[config.mk]
export PLATFORM = sky130hd
export DESIGN_NAME = sector_erase_queue
export DESIGN_NICKNAME = d
export VERILOG_FILES = /design/src/rtl/seq_pkg.sv /design/src/rtl/seq_cdown.sv /design/src/rtl/seq_status.sv /design/src/rtl/sector_erase_queue.sv
export SDC_FILE = /design/constraint.sdc
export NUM_CORES = 1
export LEC_CHECK = 0
export BUFFER_PORTS_ARGS = -buffer_cell sky130_fd_sc_hd__buf_2
export CAP_MARGIN = 20
export CORE_ASPECT_RATIO = 1.75
export CORE_UTILIZATION = 59
export CTS_BUF_LIST = sky130_fd_sc_hd__clkbuf_8
export DETAILED_ROUTE_END_ITERATION = 8
export PLACE_DENSITY = 0.88
export SYNTH_ARGS = -nofsm -noshare
export SYNTH_HDL_FRONTEND = slang
export SYNTH_SLANG_ARGS = --single-unit
[constraint.sdc]
create_clock -name clk -period 5.7 [get_ports clk]
set_clock_uncertainty 0.2 [all_clocks]
set_input_delay 1.425 -clock clk [delete_from_list [all_inputs] [get_ports clk]]
set_output_delay 1.425 -clock clk [all_outputs]
set_load 0.01 [all_outputs]
[src/rtl/seq_pkg.sv]
package seq_pkg;
  typedef enum logic [2:0] {
    ST_IDLE,
    ST_WIN,
    ST_ERASE,
    ST_SPEND,
    ST_SUSP
  } seq_state_e;
endpackage

[src/rtl/seq_cdown.sv]
module seq_cdown #(
  parameter int unsigned LEN = 8
) (
  input  logic clk,
  input  logic rst,
  input  logic load,
  input  logic run,
  output logic expired
);
  localparam int unsigned CW = (LEN > 1) ? $clog2(LEN) : 1;

  logic [CW-1:0] cnt;

  always_ff @(posedge clk) begin
    if (rst) begin
      cnt <= '0;
    end else if (load) begin
      cnt <= CW'(LEN - 1);
    end else if (run && cnt != '0) begin
      cnt <= cnt - CW'(1);
    end
  end

  assign expired = (cnt == '0);
endmodule

[src/rtl/seq_status.sv]
module seq_status
  import seq_pkg::*;
#(
  parameter int unsigned NS = 16,
  localparam int unsigned SW = $clog2(NS)
) (
  input  logic          clk,
  input  logic          rst,
  input  logic          rd_stb,
  input  logic [SW-1:0] rd_sect,
  input  seq_state_e    st,
  input  logic [NS-1:0] sel_map,
  output logic          rd_vld,
  output logic          rd_is_stat,
  output logic [7:0]    rd_stat
);
  logic tog_all;
  logic tog_sel;
  logic hit;
  logic busy;

  assign hit  = sel_map[rd_sect];
  assign busy = (st == ST_WIN) || (st == ST_ERASE) || (st == ST_SPEND);

  always_ff @(posedge clk) begin
    if (rst) begin
      tog_all    <= 1'b0;
      tog_sel    <= 1'b0;
      rd_vld     <= 1'b0;
      rd_is_stat <= 1'b0;
      rd_stat    <= 8'h00;
    end else begin
      rd_vld     <= rd_stb;
      rd_is_stat <= 1'b0;
      rd_stat    <= 8'h00;
      if (rd_stb && busy) begin
        rd_is_stat <= 1'b1;
        rd_stat    <= {1'b0, tog_all, 2'b00, (st != ST_WIN), tog_sel, 2'b00};
        tog_all    <= ~tog_all;
        if (hit) tog_sel <= ~tog_sel;
      end else if (rd_stb && st == ST_SUSP && hit) begin
        rd_is_stat <= 1'b1;
        rd_stat    <= {1'b1, tog_all, 2'b00, 1'b1, tog_sel, 2'b00};
        tog_sel    <= ~tog_sel;
      end
    end
  end


  data_read_zero_chk: assert property (@(posedge clk) disable iff (rst)
    (rd_vld && !rd_is_stat) |-> (rd_stat == 8'h00));


  idle_read_plain_chk: assert property (@(posedge clk) disable iff (rst)
    (rd_stb && st == ST_IDLE) |=> (rd_vld && !rd_is_stat));
endmodule

[src/rtl/sector_erase_queue.sv]
module sector_erase_queue
  import seq_pkg::*;
#(
  parameter int unsigned AW       = 20,
  parameter int unsigned NS       = 16,
  parameter int unsigned WIN_CYC  = 10000000,
  parameter int unsigned SUSP_CYC = 4000
) (
  input  logic          clk,
  input  logic          rst,
  input  logic          cmd_sect_erase,
  input  logic          cmd_suspend,
  input  logic          cmd_resume,
  input  logic          cmd_other,
  input  logic [AW-1:0] cmd_addr,
  input  logic [NS-1:0] prot_mask,
  input  logic          rd_stb,
  input  logic [AW-1:0] rd_addr,
  input  logic          erase_done,
  output logic          win_open,
  output logic          erasing,
  output logic          suspended,
  output logic [NS-1:0] sel_map,
  output logic          rd_vld,
  output logic          rd_is_stat,
  output logic [7:0]    rd_stat
);
  localparam int unsigned SW = $clog2(NS);

  seq_state_e    st, nxt;
  logic [SW-1:0] cmd_sect;
  logic [SW-1:0] rd_sect;
  logic          sect_ok;
  logic          add_en;
  logic          win_load, win_exp;
  logic          sus_load, sus_exp;
  logic          clr_map;
  logic [NS-1:0] set_vec;
  logic          unused_addr_bits;

  assign cmd_sect = cmd_addr[AW-1 -: SW];
  assign rd_sect  = rd_addr[AW-1 -: SW];
  assign sect_ok  = cmd_sect_erase && !prot_mask[cmd_sect];
  assign unused_addr_bits = ^{cmd_addr[AW-SW-1:0], rd_addr[AW-SW-1:0]};

  always_comb begin
    nxt      = st;
    add_en   = 1'b0;
    win_load = 1'b0;
    sus_load = 1'b0;
    case (st)
      ST_IDLE: begin
        if (sect_ok) begin
          nxt      = ST_WIN;
          add_en   = 1'b1;
          win_load = 1'b1;
        end
      end
      ST_WIN: begin
        if (cmd_other || cmd_resume) begin
          nxt = ST_IDLE;
        end else if (cmd_suspend) begin
          nxt = ST_SUSP;
        end else if (sect_ok) begin
          add_en   = 1'b1;
          win_load = 1'b1;
        end else if (win_exp) begin
          nxt = ST_ERASE;
        end
      end
      ST_ERASE: begin
        if (erase_done) begin
          nxt = ST_IDLE;
        end else if (cmd_suspend) begin
          nxt      = ST_SPEND;
          sus_load = 1'b1;
        end
      end
      ST_SPEND: begin
        if (erase_done) nxt = ST_IDLE;
        else if (sus_exp) nxt = ST_SUSP;
      end
      ST_SUSP: begin
        if (cmd_resume) nxt = ST_ERASE;
      end
      default: nxt = ST_IDLE;
    endcase
  end

  assign clr_map = (nxt == ST_IDLE);

  always_ff @(posedge clk) begin
    if (rst) st <= ST_IDLE;
    else     st <= nxt;
  end

  for (genvar s = 0; s < NS; s++) begin : g_sel
    assign set_vec[s] = add_en && (cmd_sect == SW'(s));
  end

  always_ff @(posedge clk) begin
    if (rst || clr_map) sel_map <= '0;
    else                sel_map <= sel_map | set_vec;
  end

  seq_cdown #(.LEN(WIN_CYC)) u_win (
    .clk(clk), .rst(rst), .load(win_load),
    .run(st == ST_WIN), .expired(win_exp)
  );

  seq_cdown #(.LEN(SUSP_CYC)) u_sus (
    .clk(clk), .rst(rst), .load(sus_load),
    .run(st == ST_SPEND), .expired(sus_exp)
  );

  seq_status #(.NS(NS)) u_stat (
    .clk(clk), .rst(rst), .rd_stb(rd_stb), .rd_sect(rd_sect),
    .st(st), .sel_map(sel_map),
    .rd_vld(rd_vld), .rd_is_stat(rd_is_stat), .rd_stat(rd_stat)
  );

  assign win_open  = (st == ST_WIN);
  assign erasing   = (st == ST_ERASE) || (st == ST_SPEND);
  assign suspended = (st == ST_SUSP);


  prot_never_added_chk: assert property (@(posedge clk) disable iff (rst)
    (sel_map & ~$past(sel_map) & $past(prot_mask)) == '0);


  win_suspend_chk: assert property (@(posedge clk) disable iff (rst)
    (win_open && cmd_suspend && !cmd_other && !cmd_resume) |=> (suspended && $stable(sel_map)));


  win_abort_chk: assert property (@(posedge clk) disable iff (rst)
    (win_open && cmd_other) |=> (!win_open && !erasing && !suspended && sel_map == '0));


  done_clear_chk: assert property (@(posedge clk) disable iff (rst)
    (erasing && erase_done) |=> (!erasing && !suspended && sel_map == '0));


  erase_map_hold_chk: assert property (@(posedge clk) disable iff (rst)
    ((erasing || suspended) && !erase_done) |=> $stable(sel_map));
endmodule

==> results.cfg <==
[timing]
finalSetupViolations = 0
max_freq_mhz = 261
hold_ws_ps = 285
tightest_slew_ps = 795
slew_violations = 0
min_period_ps = 3830
period_share = 0.672
tns_ps = 0
final_hold_viol_count = 0
rsz0062_at_grt = false
max-slew-margin-rel = 0.468

[clock_tree]
post_cts_buffers = 0
worstSkewPairLatency_ps = 340
htreeDepth = 3
root_buffer = clkbuf_8
cts_tree = yes
hold_buffers = 0
cts_resized = 0
cts_inserted_buffers = 9
cts.sinks = 63
cts.clk_slew.worst_paths_ps = 70
clock_tree.buffer_depth = 2

[cells_and_area]
nFillCells = 413
drive_above_1_share = 0.261
syn_to_final_growth_pct = 14.9
fin_cells = 502
num_antenna_cells = 0
nNetsFinal = 487

[detailed_routing]
ant_nets = 0
vias_per_cell = 6.26
wl_per_cell_um = 16.5
routed_wl_um = 8310
dr.pass1.iters = 5
via_count = 3141
drt_iter0_markers = 123
drc = 0

[synth]
yosys.cell_types.count = 61
async_flop_share = 0
synthXorXnorAreaFrac = 0.0629
synth_simple_gate_area_frac = 0.237
synth_edf_count = 0
ys_ff_latch = 63
synth_top_family_by_area = simple AND/OR/NAND/NOR gates
syn_inst = 376
yosys_warnings = 0
yosys-top-cells-count = 63 x dfxtp_1, 27 x a21oi_1, 21 x a31oi_1, 21 x nor2_1, 19 x xor2_1
synth-compound-area-share = 0.218
synth.area.top_cells = dfxtp_1 36%, xor2_1 4.8%, a21oi_1 3.9%
syn_area_mm2 = 0.00348
synth_largest_area_cell = dfxtp_1
yosys.area_share.adder = 0.00719
synth.top_cell.area_share = 0.363
synth.most_common_cell = dfxtp_1
ys.flop_type = dfxtp_1
yosysSeqAreaShare = 0.363
synthMuxAreaShare = 0.0597
avgSynthCellArea_um2 = 9.25

[grt]
grt_first_pass_wirelength_um = 13800
first_global_vias = 3107
globalRoute.totalOverflow = 0
grt_max_degree = 43
grt_usage = 0.288
antenna_found_initial = 0

[floorplanning]
row_count = 36
ios = 93
die-height_um = 104
core_area_mm2 = 0.00563
die_x_um = 60.0
die_area_mm2 = 0.00622
initial_core_util = 0.618

[worst_setup_path]
cp-start-kind = input pin
r2r_cells = 5
cp.arrival_ps = 3890
worstSetupPathType = input pin to flop
cp.required_ps = 5760
worst_setup_path_end_kind = flop
crit_fanout = 17

[power_and_ir_drop]
p_int_mw = 0.860
p_per_area_mw_per_mm2 = 292
pwr-share-comb = 0.150
p_sw_mw = 0.305
pwr-share-clk = 0.444
power_mw = 1.16
switching_share = 0.262
p_seq_frac = 0.406
ir_worst_vdd_mv = 0.190
power_leakage_nw = 1.51

[min_path]
hold_path.class = flop to flop
hold_path_depth = 1

[placement]
dp_hpwl_um = 5960
port_buffers = 56
dp.cells = 486
gp_congestion = 0.827

[job]
max_cap_violations = 0

[status]
status = finished clean
## path summary, 6_finish.rpt
| path | startpoint | to | slack [ps] |
|---|---|---|---|
| hold / removal | u_stat.tog_sel | u_stat.rd_stat[2] | 290 |
| hold reg to reg | u_stat.tog_sel | u_stat.rd_stat[2] | 290 |
| setup reg to reg | st[0] | u_win.cnt[22] | 2920 |
| setup / recovery | cmd_addr[17] | sel_map[4] | 1870 |
## sequential cells by signal, indices dropped and copies added, names as in the netlist
register and flops:
u_win.cnt 24, u_stat.tog_all 1, u_stat.tog_sel 1, u_stat.rd_stat 4
u_stat.rd_is_stat 1, u_stat.rd_vld 1, st 3, u_sus.cnt 12
sel_map 16
## final cells by class
class / count / area, µm² / share of cell area
clock buffer: 9 / 124 / 0.0310
clock inverter: 7 / 145 / 0.0363
inverter: 9 / 33.8 / 0.00846
multi-input combinational: 281 / 2050 / 0.513
sequential: 63 / 1260 / 0.316
tap: 76 / 95.1 / 0.0238
timing repair buffer: 57 / 288 / 0.0720
## power by group through the flow
stage	sequential [mW]	combinational, mW	clock [mW]
floorplan	0.478	0.136	0
global placement	0.481	0.166	0
detailed placement	0.483	0.171	0
CTS	0.473	0.173	0.518
global route	0.476	0.190	0.540
finish	0.473	0.174	0.517
## cell families (layout without fill, tap and decap cells)
logic type | after synthesis | after routing
buf+inv | 35 | 82
compound gates | 103 | 103
xor+xnor | 25 | 25
mux | 14 | 14
fa+ha+maj | 2 | 2
other cells | 1 | 4
flops | 63 | 63
simple gates | 133 | 133
## worst max-delay path, stage by stage
cell and delay, ps:
buf_2 310, mux2_2 380, and3_1 200, nor4_4 530, buf_4 280, nand3b_2 420, a31oi_1 330
## cells in the final DEF, fill, tap and decap left out, types with 5 or more instances in the layout
master,instances
clkbuf_8,9
xor2_1,19
o211ai_1,6
a31oi_1,21
mux2i_1,5
nand2b_1,8
nor4_1,5
nor2_1,21
or4_1,9
a31oi_2,9
nor3_1,18
o21ai_0,9
nor2b_1,10
mux4_2,5
inv_1,9
a21oi_1,27
dfxtp_1,63
buf_2,56
nand3_1,7
xnor2_1,6
or3_1,8
nand2_1,12
## layer usage
layer	share of wire	GRT usage
met1	0.36	0.300
met2	0.55	0.506
met3	0.044	0.0624
met4	0.045	0.154
met5	0	0
## metrics by stage
step / instance area (µm²) / util / setup WS, ps
floorplan: 3490 / - / 2270
global placement: 3730 / 0.662 / 1610
detailed placement: 3730 / 0.662 / 1600
CTS: 4000 / 0.710 / 1920
global route: 4000 / 0.710 / 1760
finish: 4000 / 0.710 / 1870
(Power assumes the default switching activity.)
